--- config.mk ---
export PLATFORM = sky130hd
export DESIGN_NAME = codec_reg_access
export DESIGN_NICKNAME = d
export VERILOG_FILES = /design/src/rtl/cra_pkg.sv /design/src/rtl/cra_tx_hold.sv /design/src/rtl/cra_rx_hold.sv /design/src/rtl/codec_reg_access.sv
export SDC_FILE = /design/constraint.sdc
export NUM_CORES = 1
export LEC_CHECK = 0
export BUFFER_PORTS_ARGS = -buffer_cell sky130_fd_sc_hd__buf_2
export CAP_MARGIN = 20
export CELL_PAD_IN_SITES_DETAIL_PLACEMENT = 1
export CELL_PAD_IN_SITES_GLOBAL_PLACEMENT = 2
export CORE_MARGIN = 1
export CORE_UTILIZATION = 30
export CTS_BUF_LIST = sky130_fd_sc_hd__clkbuf_8
export DETAILED_ROUTE_END_ITERATION = 7
export PLACE_DENSITY_LB_ADDON = 0.1
export SYNTH_ARGS = -nofsm -noshare
export SYNTH_HDL_FRONTEND = slang
export SYNTH_HIERARCHICAL = 1
export SYNTH_SLANG_ARGS = --single-unit
--- constraint.sdc ---
create_clock -name clk -period 2 [get_ports clk]
set_input_delay 0 -clock clk [delete_from_list [all_inputs] [get_ports clk]]
set_output_delay 0 -clock clk [all_outputs]
set_load 0.05 [all_outputs]
--- src/rtl/cra_pkg.sv ---
// Package: shared constants of the codec register access unit.
// Assumes: slot words are 20 bits wide, as on an AC'97-style link.
package cra_pkg;
    localparam int SLOT_W = 20;

    // Host register indices
    localparam int IDX_S1_TX = 0;
    localparam int IDX_S2_TX = 1;
    localparam int IDX_S1_RX = 2;
    localparam int IDX_S2_RX = 3;
    localparam int IDX_FLAGS = 4;
    localparam int IDX_CTRL  = 5;

    // Flag bit positions (software decodes these)
    localparam int FLAG_W      = 12;
    localparam int FLG_S1_RXB  = 0;
    localparam int FLG_S1_TXB  = 1;
    localparam int FLG_S2_RXB  = 2;
    localparam int FLG_S2_TXB  = 3;
    localparam int FLG_S12_RXB = 4;
    localparam int FLG_S12_TXB = 5;
    localparam int FLG_S1_RXV  = 6;
    localparam int FLG_S1_TXE  = 7;
    localparam int FLG_S2_RXV  = 8;
    localparam int FLG_S2_TXE  = 9;
    localparam int FLG_S12_RXV = 10;
    localparam int FLG_S12_TXE = 11;

    // Control bit positions
    localparam int CTL_S1_TXEN = 0;
    localparam int CTL_S1_RXEN = 1;
    localparam int CTL_S2_TXEN = 2;
    localparam int CTL_S2_RXEN = 3;
    localparam int CTL_SEL_LSB = 10;

    // Kept fields of the transmit slot words
    localparam int S1_HI = 19;
    localparam int S1_LO = 12;
    localparam int S2_HI = 19;
    localparam int S2_LO = 4;
endpackage

--- src/rtl/cra_tx_hold.sv ---
// Module: transmit holding register for one command slot.
// Keeps the field [KEEP_HI:KEEP_LO] of the host word and tracks whether it
// is waiting for a frame. A load takes priority over a same-cycle emit.
// Assumes: emit_i is asserted only while pend_o is high.
module cra_tx_hold #(
    parameter int SLOT_W  = 20,
    parameter int KEEP_HI = 19,
    parameter int KEEP_LO = 12,
    localparam int FLD_W  = KEEP_HI - KEEP_LO + 1
) (
    input  logic              clk,
    input  logic              rst_n,
    input  logic              load_i,
    input  logic [FLD_W-1:0]  load_fld_i,
    input  logic              emit_i,
    output logic              pend_o,
    output logic [SLOT_W-1:0] word_o
);
    logic             pend_q;
    logic [FLD_W-1:0] fld_q;

    // Stage the field on a host write and retire it when the frame takes it
    always_ff @(posedge clk) begin
        if (!rst_n) begin
            pend_q <= 1'b0;
            fld_q  <= '0;
        end else if (load_i) begin
            pend_q <= 1'b1;
            fld_q  <= load_fld_i;
        end else if (emit_i) begin
            pend_q <= 1'b0;
        end
    end

    // Place the kept field back at its slot position, other bits zero
    always_comb begin
        word_o                  = '0;
        word_o[KEEP_HI:KEEP_LO] = fld_q;
    end

    assign pend_o = pend_q;

    // busy drops only after the slot was emitted
    p_busy_clears_on_emit_r5 : assert property (@(posedge clk) disable iff (!rst_n)
        $fell(pend_q) |-> $past(emit_i));

    // a host write always leaves the slot busy
    p_busy_sets_on_load_r5 : assert property (@(posedge clk) disable iff (!rst_n)
        load_i |=> pend_q);
endmodule

--- src/rtl/cra_rx_hold.sv ---
// Module: receive holding register for one status slot.
// A tag strobe marks the slot as arriving (busy). The next slot strobe
// stores the word and sets valid. A host read clears valid, but a capture
// in the same cycle wins. Assumes: tag and slot strobes never coincide.
module cra_rx_hold #(
    parameter int SLOT_W = 20
) (
    input  logic              clk,
    input  logic              rst_n,
    input  logic              en_i,
    input  logic              tag_stb_i,
    input  logic              tag_bit_i,
    input  logic              slot_stb_i,
    input  logic [SLOT_W-1:0] slot_word_i,
    input  logic              host_rd_i,
    output logic              busy_o,
    output logic              valid_o,
    output logic [SLOT_W-1:0] word_o
);
    logic              busy_q;
    logic              valid_q;
    logic [SLOT_W-1:0] word_q;

    // Track the arrival window, capture the word, clear valid on a host read
    always_ff @(posedge clk) begin
        if (!rst_n) begin
            busy_q  <= 1'b0;
            valid_q <= 1'b0;
            word_q  <= '0;
        end else begin
            if (tag_stb_i && tag_bit_i && en_i)
                busy_q <= 1'b1;
            else if (slot_stb_i)
                busy_q <= 1'b0;

            if (slot_stb_i && busy_q && en_i) begin
                word_q  <= slot_word_i;
                valid_q <= 1'b1;
            end else if (host_rd_i) begin
                valid_q <= 1'b0;
            end
        end
    end

    assign busy_o  = busy_q;
    assign valid_o = valid_q;
    assign word_o  = word_q;

    // valid rises only on an enabled slot strobe
    p_valid_on_capture_r7 : assert property (@(posedge clk) disable iff (!rst_n)
        $rose(valid_q) |-> $past(slot_stb_i && en_i));

    // a host read without a competing capture clears valid
    p_read_clears_valid_r9 : assert property (@(posedge clk) disable iff (!rst_n)
        (host_rd_i && !slot_stb_i) |=> !valid_q);

    // with receive disabled the stored word never changes
    p_disabled_holds_word_r8 : assert property (@(posedge clk) disable iff (!rst_n)
        !en_i |=> $stable(word_q));
endmodule

--- src/rtl/codec_reg_access.sv ---
// Module: codec register access unit (top).
// The host stages command data (slot 2) and the command address (slot 1).
// Loading slot 1 launches the command. The next outgoing frame tag strobe
// emits slot 1 and, if pending, slot 2. Status words from incoming frames
// are held per slot until the host reads them.
// Assumes: HOST_DW > SLOT_W; NUM_CODECS <= 4 so the select fits bits 11:10.
module codec_reg_access
    import cra_pkg::*;
#(
    parameter int HOST_AW    = 3,
    parameter int HOST_DW    = 32,
    parameter int NUM_CODECS = 4,
    localparam int SEL_W     = (NUM_CODECS > 1) ? $clog2(NUM_CODECS) : 1,
    localparam int NUM_RX    = 2
) (
    input  logic               clk,
    input  logic               rst_n,
    input  logic               host_wr_i,
    input  logic               host_rd_i,
    input  logic [HOST_AW-1:0] host_addr_i,
    input  logic [HOST_DW-1:0] host_wdata_i,
    output logic [HOST_DW-1:0] host_rdata_o,
    output logic               host_rvalid_o,
    input  logic               out_tag_stb_i,
    output logic               out_s1_vld_o,
    output logic               out_s2_vld_o,
    output logic [SLOT_W-1:0]  out_s1_word_o,
    output logic [SLOT_W-1:0]  out_s2_word_o,
    output logic [SEL_W-1:0]   out_codec_sel_o,
    input  logic               in_tag_stb_i,
    input  logic               in_tag_s1_i,
    input  logic               in_tag_s2_i,
    input  logic               in_slot_stb_i,
    input  logic [SLOT_W-1:0]  in_s1_word_i,
    input  logic [SLOT_W-1:0]  in_s2_word_i
);
    logic [3:0]        en_q;
    logic [SEL_W-1:0]  sel_q;
    logic              wr_s1, wr_s2, wr_ctl;
    logic              s1_pend, s2_pend;
    logic              s1_emit, s2_emit;
    logic [FLAG_W-1:0] flags;
    logic [HOST_DW-1:0] rd_mux;
    logic              unused_wbits;

    logic [NUM_RX-1:0]             rx_en, rx_tag, rx_rd, rx_busy, rx_valid;
    logic [NUM_RX-1:0][SLOT_W-1:0] rx_in, rx_word;

    assign unused_wbits = ^host_wdata_i[HOST_DW-1:SLOT_W];

    // Decode host writes per register
    assign wr_s1  = host_wr_i && (host_addr_i == HOST_AW'(IDX_S1_TX));
    assign wr_s2  = host_wr_i && (host_addr_i == HOST_AW'(IDX_S2_TX));
    assign wr_ctl = host_wr_i && (host_addr_i == HOST_AW'(IDX_CTRL));

    // Control register: slot enables and codec select
    always_ff @(posedge clk) begin
        if (!rst_n) begin
            en_q  <= '0;
            sel_q <= '0;
        end else if (wr_ctl) begin
            en_q  <= host_wdata_i[3:0];
            sel_q <= host_wdata_i[CTL_SEL_LSB +: SEL_W];
        end
    end

    assign out_codec_sel_o = sel_q;

    // Slot 1 launches; slot 2 rides along only in a frame that carries slot 1
    assign out_s1_vld_o = s1_pend && en_q[CTL_S1_TXEN];
    assign out_s2_vld_o = out_s1_vld_o && s2_pend && en_q[CTL_S2_TXEN];
    assign s1_emit      = out_tag_stb_i && out_s1_vld_o;
    assign s2_emit      = out_tag_stb_i && out_s2_vld_o;

    cra_tx_hold #(.SLOT_W(SLOT_W), .KEEP_HI(S1_HI), .KEEP_LO(S1_LO)) u_tx_s1 (
        .clk(clk), .rst_n(rst_n), .load_i(wr_s1),
        .load_fld_i(host_wdata_i[S1_HI:S1_LO]), .emit_i(s1_emit),
        .pend_o(s1_pend), .word_o(out_s1_word_o));

    cra_tx_hold #(.SLOT_W(SLOT_W), .KEEP_HI(S2_HI), .KEEP_LO(S2_LO)) u_tx_s2 (
        .clk(clk), .rst_n(rst_n), .load_i(wr_s2),
        .load_fld_i(host_wdata_i[S2_HI:S2_LO]), .emit_i(s2_emit),
        .pend_o(s2_pend), .word_o(out_s2_word_o));

    // Map per-slot receive inputs onto the replicated holders
    assign rx_en  = {en_q[CTL_S2_RXEN], en_q[CTL_S1_RXEN]};
    assign rx_tag = {in_tag_s2_i, in_tag_s1_i};
    assign rx_in  = {in_s2_word_i, in_s1_word_i};

    for (genvar g = 0; g < NUM_RX; g++) begin : g_rx
        assign rx_rd[g] = host_rd_i && (host_addr_i == HOST_AW'(IDX_S1_RX + g));
        cra_rx_hold #(.SLOT_W(SLOT_W)) u_rx (
            .clk(clk), .rst_n(rst_n), .en_i(rx_en[g]),
            .tag_stb_i(in_tag_stb_i), .tag_bit_i(rx_tag[g]),
            .slot_stb_i(in_slot_stb_i), .slot_word_i(rx_in[g]),
            .host_rd_i(rx_rd[g]), .busy_o(rx_busy[g]),
            .valid_o(rx_valid[g]), .word_o(rx_word[g]));
    end

    // Assemble the flag register at its fixed bit positions
    always_comb begin
        flags              = '0;
        flags[FLG_S1_RXB]  = rx_busy[0];
        flags[FLG_S1_TXB]  = s1_pend;
        flags[FLG_S2_RXB]  = rx_busy[1];
        flags[FLG_S2_TXB]  = s2_pend;
        flags[FLG_S12_RXB] = 1'b0;
        flags[FLG_S12_TXB] = 1'b0;
        flags[FLG_S1_RXV]  = rx_valid[0];
        flags[FLG_S1_TXE]  = !s1_pend;
        flags[FLG_S2_RXV]  = rx_valid[1];
        flags[FLG_S2_TXE]  = !s2_pend;
        flags[FLG_S12_RXV] = 1'b0;
        flags[FLG_S12_TXE] = 1'b1;
    end

    // Select read data by register index
    always_comb begin
        rd_mux = '0;
        case (host_addr_i)
            HOST_AW'(IDX_S1_TX): rd_mux = HOST_DW'(out_s1_word_o);
            HOST_AW'(IDX_S2_TX): rd_mux = HOST_DW'(out_s2_word_o);
            HOST_AW'(IDX_S1_RX): rd_mux = HOST_DW'(rx_word[0]);
            HOST_AW'(IDX_S2_RX): rd_mux = HOST_DW'(rx_word[1]);
            HOST_AW'(IDX_FLAGS): rd_mux = HOST_DW'(flags);
            HOST_AW'(IDX_CTRL): begin
                rd_mux[3:0]                  = en_q;
                rd_mux[CTL_SEL_LSB +: SEL_W] = sel_q;
            end
            default: rd_mux = '0;
        endcase
    end

    // Register read data and its valid strobe
    always_ff @(posedge clk) begin
        if (!rst_n) begin
            host_rdata_o  <= '0;
            host_rvalid_o <= 1'b0;
        end else begin
            host_rvalid_o <= host_rd_i;
            if (host_rd_i)
                host_rdata_o <= rd_mux;
        end
    end

    // slot 2 is never tagged without slot 1
    p_s2_rides_with_s1_r4 : assert property (@(posedge clk) disable iff (!rst_n)
        out_s2_vld_o |-> out_s1_vld_o);

    // a frame strobe with transmit disabled keeps slot 1 pending
    p_disabled_tx_holds_r6 : assert property (@(posedge clk) disable iff (!rst_n)
        (out_tag_stb_i && s1_pend && !en_q[CTL_S1_TXEN] && !wr_s1) |=> s1_pend);

    // read data valid follows a read request by exactly one cycle
    p_rvalid_follows_read_r13 : assert property (@(posedge clk) disable iff (!rst_n)
        host_rd_i |=> host_rvalid_o);
endmodule

==> results.toml, run 1 <==
[drt]
drt-pass1-iter-count = 4
first_iter_violations = 110
ant_nets = 0
vias = 4101
wl_per_cell_um = 16.1
viasPerCell = 4.58
totalWireLength_um = 14400
drc = 0

[min_path]
min_to = "host_rdata_o[18]$_SDFFE_PN0P_"
min_from = "host_rd_i"
hold_depth = 2
hp-class = "input pin to register"

[cts]
cts_root_buf = "clkbuf_8"
cts_htree_levels = 3
cts_resized = 0
cts_sinks = 97
post_cts_buffers = 0
worstSkewPairLatency_ns = 0.39
clk_path_buf_depth = 2
cts-buffers-inserted = 9
cts_tree = "built"
clk_pin_slew_worst_paths_ns = 0.10

[worst_setup_path]
cp-end-kind = "register"
crit_fanout = 4
cp_slowest_cell = "dlygate4sd3_1"
start_kind = "register"
critical-path-top-delay-family = "buffers and inverters"
worstRegToRegCells = 4
arrival_ns = 2.17
path_common_cell = "dlygate4sd3_1"
required_ns = 2.33
reg2reg_from = "en_q[3]$_SDFFE_PN0P_"
r2r_end = "g_rx[1].u_rx/busy_o$_SDFFE_PN0P_"
worstPathCellList = "nand3_1, dlygate4sd3_1, a21boi_0, dlygate4sd3_1"
slowest_delay_ns = 0.57
r2r_slack_ns = 0.16
crit_buf_inv = 2
critPathKind = "register to register"

[global_routing]
busiest_layer = "met2"
grt_pass1_vias = 4272
overflow = 0
grt.met1_usage_pct = 20.5
use_met2_pct = 33.4
grt_use_total_pct = 18.2
grt_use_met3_pct = 3.17
antenna_found_initial = 1
grt_first_pass_wirelength_um = 22400
grt_max_degree = 53

[pwr]
p_switching_mw = 1.17
power.internal_mw = 2.78
clock_power_share_pct = 32.3
power.total_mw = 3.96
vdd_drop_max_v = 0.000359
powerDensity_nw_per_um2 = 631
comb_power_share_pct = 17.5
p_leak_nw = 2.66
p_seq_share_pct = 50.1
p_sw_share_pct = 29.7

[place]
numPortBuffers = 120
detailed_place.area_um2 = 5410
gp_congestion = 0.768
dp_hpwl_um = 10800
place_inst = 813

[sta]
min_period_ns = 1.84
slew_headroom_pct = 65.5
rsz0062_at_grt = "no"
finalSetupViolCount = 0
fmax_mhz = 544
hold_viol = 0
fin_hold_ws_ns = 0.0643
finClkSkew_ns = 0.0136
finalSetupTns_ns = 0
worst_pin_slew_ns = 0.518
fin_crit_sh_pct = 91.9
maxSlewViolCount = 0

[floorplanning]
die_width_um = 128
core-area_um2 = 15400
die-area_um2 = 16400
ioPinCount = 161
start_util_pct = 31.0
die_h_um = 128
rows = 45

[layout]
layout.cells.non_filler = 896
synthToLayoutAreaGrowth_pct = 31.5
final_cell_mix = "buf_2 (119), mux2i_1 (108), dfxtp_1 (97), nand2_1 (91), dlygate4sd3_1 (67)"
num-fill-cells = 1842
final_common_cell = "buf_2"
layout.nets = 764
num_antenna_cells = 0
final_cell_area_um2 = 6270
drive_gt1_share_pct = 22.6

[logic_synthesis]
ys_seq_area_share_pct = 40.8
netlist_area_um2 = 4760
synthArstFlopShare_pct = 0
synthFlopType = "dfxtp_1"
synthTopCellsByArea = "dfxtp_1 (41%), mux2i_1 (23%), nand2_1 (7.2%)"
synth_edf_count = 0
yosysTopAreaCellShare_pct = 40.8
synth_warnings = 6
avgSynthCellArea_um2 = 9.38
yosysUniqueCellTypes = 44
synth.largest_area_cell = "dfxtp_1"
synthCells = 508
synth_seq_cells = 97

[status]
status = "finished clean"

[job]
maxCapViolCount = 0
sequential cells by signal, indices dropped and copies added, names as in the netlist, 2 cells and up:
register / cells
g_rx.u_rx/busy_o: 2
g_rx.u_rx/word_o: 40
g_rx.u_rx/valid_o: 2
out_codec_sel_o: 2
u_tx_s2/fld_q: 16
en_q: 4
u_tx_s1/fld_q: 8
host_rdata_o: 20
logic make-up (layout without fill, tap and decap cells):
| family | count (synthesis) | after routing | synth area share [%] |
|---|---|---|---|
| simple gates | 164 | 164 | 16.9 |
| mux | 109 | 109 | 22.9 |
| flops | 97 | 97 | 40.8 |
| compound gates | 68 | 68 | 9.67 |
| buf+inv | 67 | 219 | 9.51 |
| other cells | 3 | 28 | 0.236 |
how the worst max path moves through the flow:
stage                          from                                to  slack [ns]  depth (start not counted)
6_report       en_q[3]$_SDFFE_PN0P_  g_rx[1].u_rx/busy_o$_SDFFE_PN0P_        0.16                          4
4_1_cts        en_q[1]$_SDFFE_PN0P_  g_rx[0].u_rx/busy_o$_SDFFE_PN0P_        0.19                          4
2_1_floorplan        host_addr_i[0]    u_tx_s2/fld_q[10]$_SDFFE_PN0P_        0.50                          8
3_5_place_dp         host_addr_i[1]   out_codec_sel_o[0]$_SDFFE_PN0P_        0.52                          5
5_1_grt        en_q[3]$_SDFFE_PN0P_  g_rx[1].u_rx/busy_o$_SDFFE_PN0P_        0.04                          4
3_3_place_gp         host_addr_i[1]   out_codec_sel_o[0]$_SDFFE_PN0P_        0.51                          5
what timing repair did:
item,CTS,global route
hold buffers,67,0
setup endpoints to repair,0,0
endpoints found under the hold margin,73,0
power by group through the flow:
stage               Sequential, mW  Clock [mW]  Combinational (mW)
finish                        1.98        1.28               0.694
global route                  1.99        1.40               0.747
CTS                           1.98        1.33               0.694
detailed placement            2.03           0               0.596
global placement              2.03           0               0.592
floorplan                     2.12           0               0.379
cells in the mapped netlist, types with 3 or more instances:
library cell and n:
o21a_1 6, buf_2 11, o21ai_1 8, clkbuf_1 14, nand3_1 8, nand2b_1 6, nand2_1 91, a21oi_1 9
buf_4 31, a21boi_0 3, a21boi_1 4, and3_1 6, a31oi_1 3, o22ai_1 9, o21ai_0 8, o22a_1 8
conb_1 3, mux2i_1 108, nor2b_1 36, dfxtp_1 97, buf_6 7
area by class of cell:
type	instances	area [µm²]	share of cell area, %
well taps	211	264	4.21
clock inverters	7	63.8	1.02
multi-input cells	369	2480	39.6
clock buffers	9	124	1.98
flip-flops and latches	97	1940	31.0
repair buffers	202	1390	22.1
inverters	1	3.75	0.0599
through the flow:
stage	util (%)	setup WS, ns
after global placement	35.2	0.513
after floorplan	-	0.497
after global routing	40.8	0.0391
after CTS	40.8	0.191
after detailed placement	35.2	0.516
final	40.8	0.162
layer usage:
layer	wire, µm	vias to the layer above
li1	-	2032
met1	6060	1966
met2	7540	84
met3	497	17
met4	324	2
met5	16	-
Note: power is estimated with default switching activity, not from simulation.
==> run 2, diff against run 1 <==
--- a/config.mk
+++ b/config.mk
@@ -9,11 +9,13 @@
 export CAP_MARGIN = 20
 export CELL_PAD_IN_SITES_DETAIL_PLACEMENT = 1
 export CELL_PAD_IN_SITES_GLOBAL_PLACEMENT = 2
+export CORE_ASPECT_RATIO = 0.7
 export CORE_MARGIN = 1
 export CORE_UTILIZATION = 30
 export CTS_BUF_LIST = sky130_fd_sc_hd__clkbuf_8
 export DETAILED_ROUTE_END_ITERATION = 7
 export PLACE_DENSITY_LB_ADDON = 0.1
+export REMOVE_ABC_BUFFERS = 1
 export SYNTH_ARGS = -nofsm -noshare
 export SYNTH_HDL_FRONTEND = slang
 export SYNTH_HIERARCHICAL = 1
==> run 2 against run 1 <==
The flow now finishes with violations (design-rule violations). Wire length increased by 0.27%. Final area rose by 0.60%. Non-clock buffer count unchanged. Die area barely moved. Setup slack improved by 0.0015 ns. Clock skew fell by 0.0070 ns. Utilization down 0.097 points. Count of clock-buffer cells in the layout is the same. Highest routed layer unchanged.
==> results.toml, run 2 (synthesized netlist as in run 1, its figures left out) <==
[sta]
hold_viol = 0
finalSetupViolCount = 0
worst_pin_slew_ns = 0.583
slew_headroom_pct = 61.1
finalSetupTns_ns = 0
maxSlewViolCount = 0
finClkSkew_ns = 0.00661
min_period_ns = 1.84
fmax_mhz = 544
fin_crit_sh_pct = 91.8
rsz0062_at_grt = "no"

[pwr]
power.total_mw = 4.03
powerDensity_nw_per_um2 = 639
vdd_drop_max_v = 0.000327
p_leak_nw = 2.67

[drt]
top_layer_used = "met5"
drt-pass1-iter-count = 8
route.met3.wl_um = 756
viasPerCell = 4.61
wl_per_cell_um = 16.4
ant_nets = 0
totalWireLength_um = 14500
vias = 4077
first_iter_violations = 199
met2_wirelength_um = 6530
drc = 8
wl_met1_um = 7010

[worst_setup_path]
required_ns = 2.31
start_kind = "register"
crit_fanout = 4
path_common_cell = "dlygate4sd3_1"
arrival_ns = 2.15
cp-end-kind = "register"
worstPathCellList = "nand3_1, dlygate4sd3_1, a21boi_0, dlygate4sd3_1"
critPathKind = "register to register"
cp_slowest_cell = "dlygate4sd3_1"
slowest_delay_ns = 0.56

[floorplanning]
start_util_pct = 30.7
die_width_um = 153
die-area_um2 = 16400
die_h_um = 107
rows = 38
core-area_um2 = 15500
ioPinCount = 161

[status]
status = "complete, but fails checks"
violations = "design-rule violations"

[cts]
post_cts_buffers = 0
clk_pin_slew_worst_paths_ns = 0.10
cts_root_buf = "clkbuf_8"
cts-buffers-inserted = 9
worstSkewPairLatency_ns = 0.37
cts_sinks = 97
clk_path_buf_depth = 2
cts_tree = "built"
cts_htree_levels = 3

[min_path]
hp-class = "input pin to register"

[place]
detailed_place.area_um2 = 5430
place_inst = 802
numPortBuffers = 120
gp_congestion = 0.731
dp_hpwl_um = 10100

[layout]
final_common_cell = "buf_2"
final_cell_mix = "buf_2 (119), mux2i_1 (108), dfxtp_1 (97), nand2_1 (91), dlygate4sd3_1 (67)"
layout.nets = 764
drive_gt1_share_pct = 23.2
synthToLayoutAreaGrowth_pct = 32.3
layout.cells.non_filler = 885
num_antenna_cells = 0
fin_util_pct = 40.7
largest_register_ffs = 40
final_cell_area_um2 = 6300

[global_routing]
antenna_found_initial = 1
grt_first_pass_wirelength_um = 22800
grt_use_total_pct = 17.9
overflow = 0
grt_pass1_vias = 4331
grt_max_degree = 73

[job]
maxCapViolCount = 0
run 2: cell count changes in the layout (fill, tap and decap cells not counted), sizes merged:
| cell | before | now |
|---|---|---|
| inv | 3 | 5 |
| clkinvlp | 1 | 0 |
| clkinv | 3 | 2 |
run 2: worst max-delay path: cells and delay by family, from the launching register on:
family                 cells  cell delay, ns
DFF                        1            0.39
AOI/OAI and AO/OA          1            0.17
and+or+nand+nor            1            0.11
buffers and inverters      2            1.12
run 2: final timing paths:
kind | from | to | slack [ns] | depth (start not counted)
max reg2reg | en_q[1]$_SDFFE_PN0P_ | g_rx[0].u_rx/busy_o$_SDFFE_PN0P_ | 0.16 | 4
max | en_q[1]$_SDFFE_PN0P_ | g_rx[0].u_rx/busy_o$_SDFFE_PN0P_ | 0.16 | 4
min | rst_n | g_rx[0].u_rx/word_o[17]$_SDFFE_PN0P_ | 0.03 | 3
min reg2reg | host_rdata_o[1]$_SDFFE_PN0P_ | host_rdata_o[1]$_SDFFE_PN0P_ | 0.46 | 2
run 2: repair_timing:
action,CTS,global route
resized for setup,0,0
endpoints found under the hold margin,73,0
hold buffers,67,0
run 2: final cells by class:
class	count	area [µm²]
multi-input combinational	369	2480
clock inverter	7	75.1
inverter	1	3.75
timing repair buffer	202	1420
clock buffer	9	124
tap	200	250
fill	1837	9200
sequential	97	1940
run 2: layer usage:
| layer | global-route usage [%] | vias up |
|---|---|---|
| li1 | - | 2032 |
| met3 | 4.55 | 17 |
| met5 | 0 | - |
| met4 | 4.55 | 2 |
| met2 | 29.5 | 106 |
| met1 | 23.4 | 1920 |
run 2: power by group:
part           switching, mW  leakage, nW  internal [mW]
sequential            0.0215        0.785           1.96
clock                  0.745        0.105          0.593
combinational          0.447         1.78          0.259
run 2: metrics by stage:
| step | setup slack (ns) | hold WS [ns] |
|---|---|---|
| finish | 0.163 | 0.0304 |
| global route | 0.0111 | 0.0312 |
| CTS | 0.162 | 0.0138 |
| detailed placement | 0.387 | 0.256 |
| global placement | 0.458 | 0.250 |
| floorplan | -0.859 | 0.0894 |
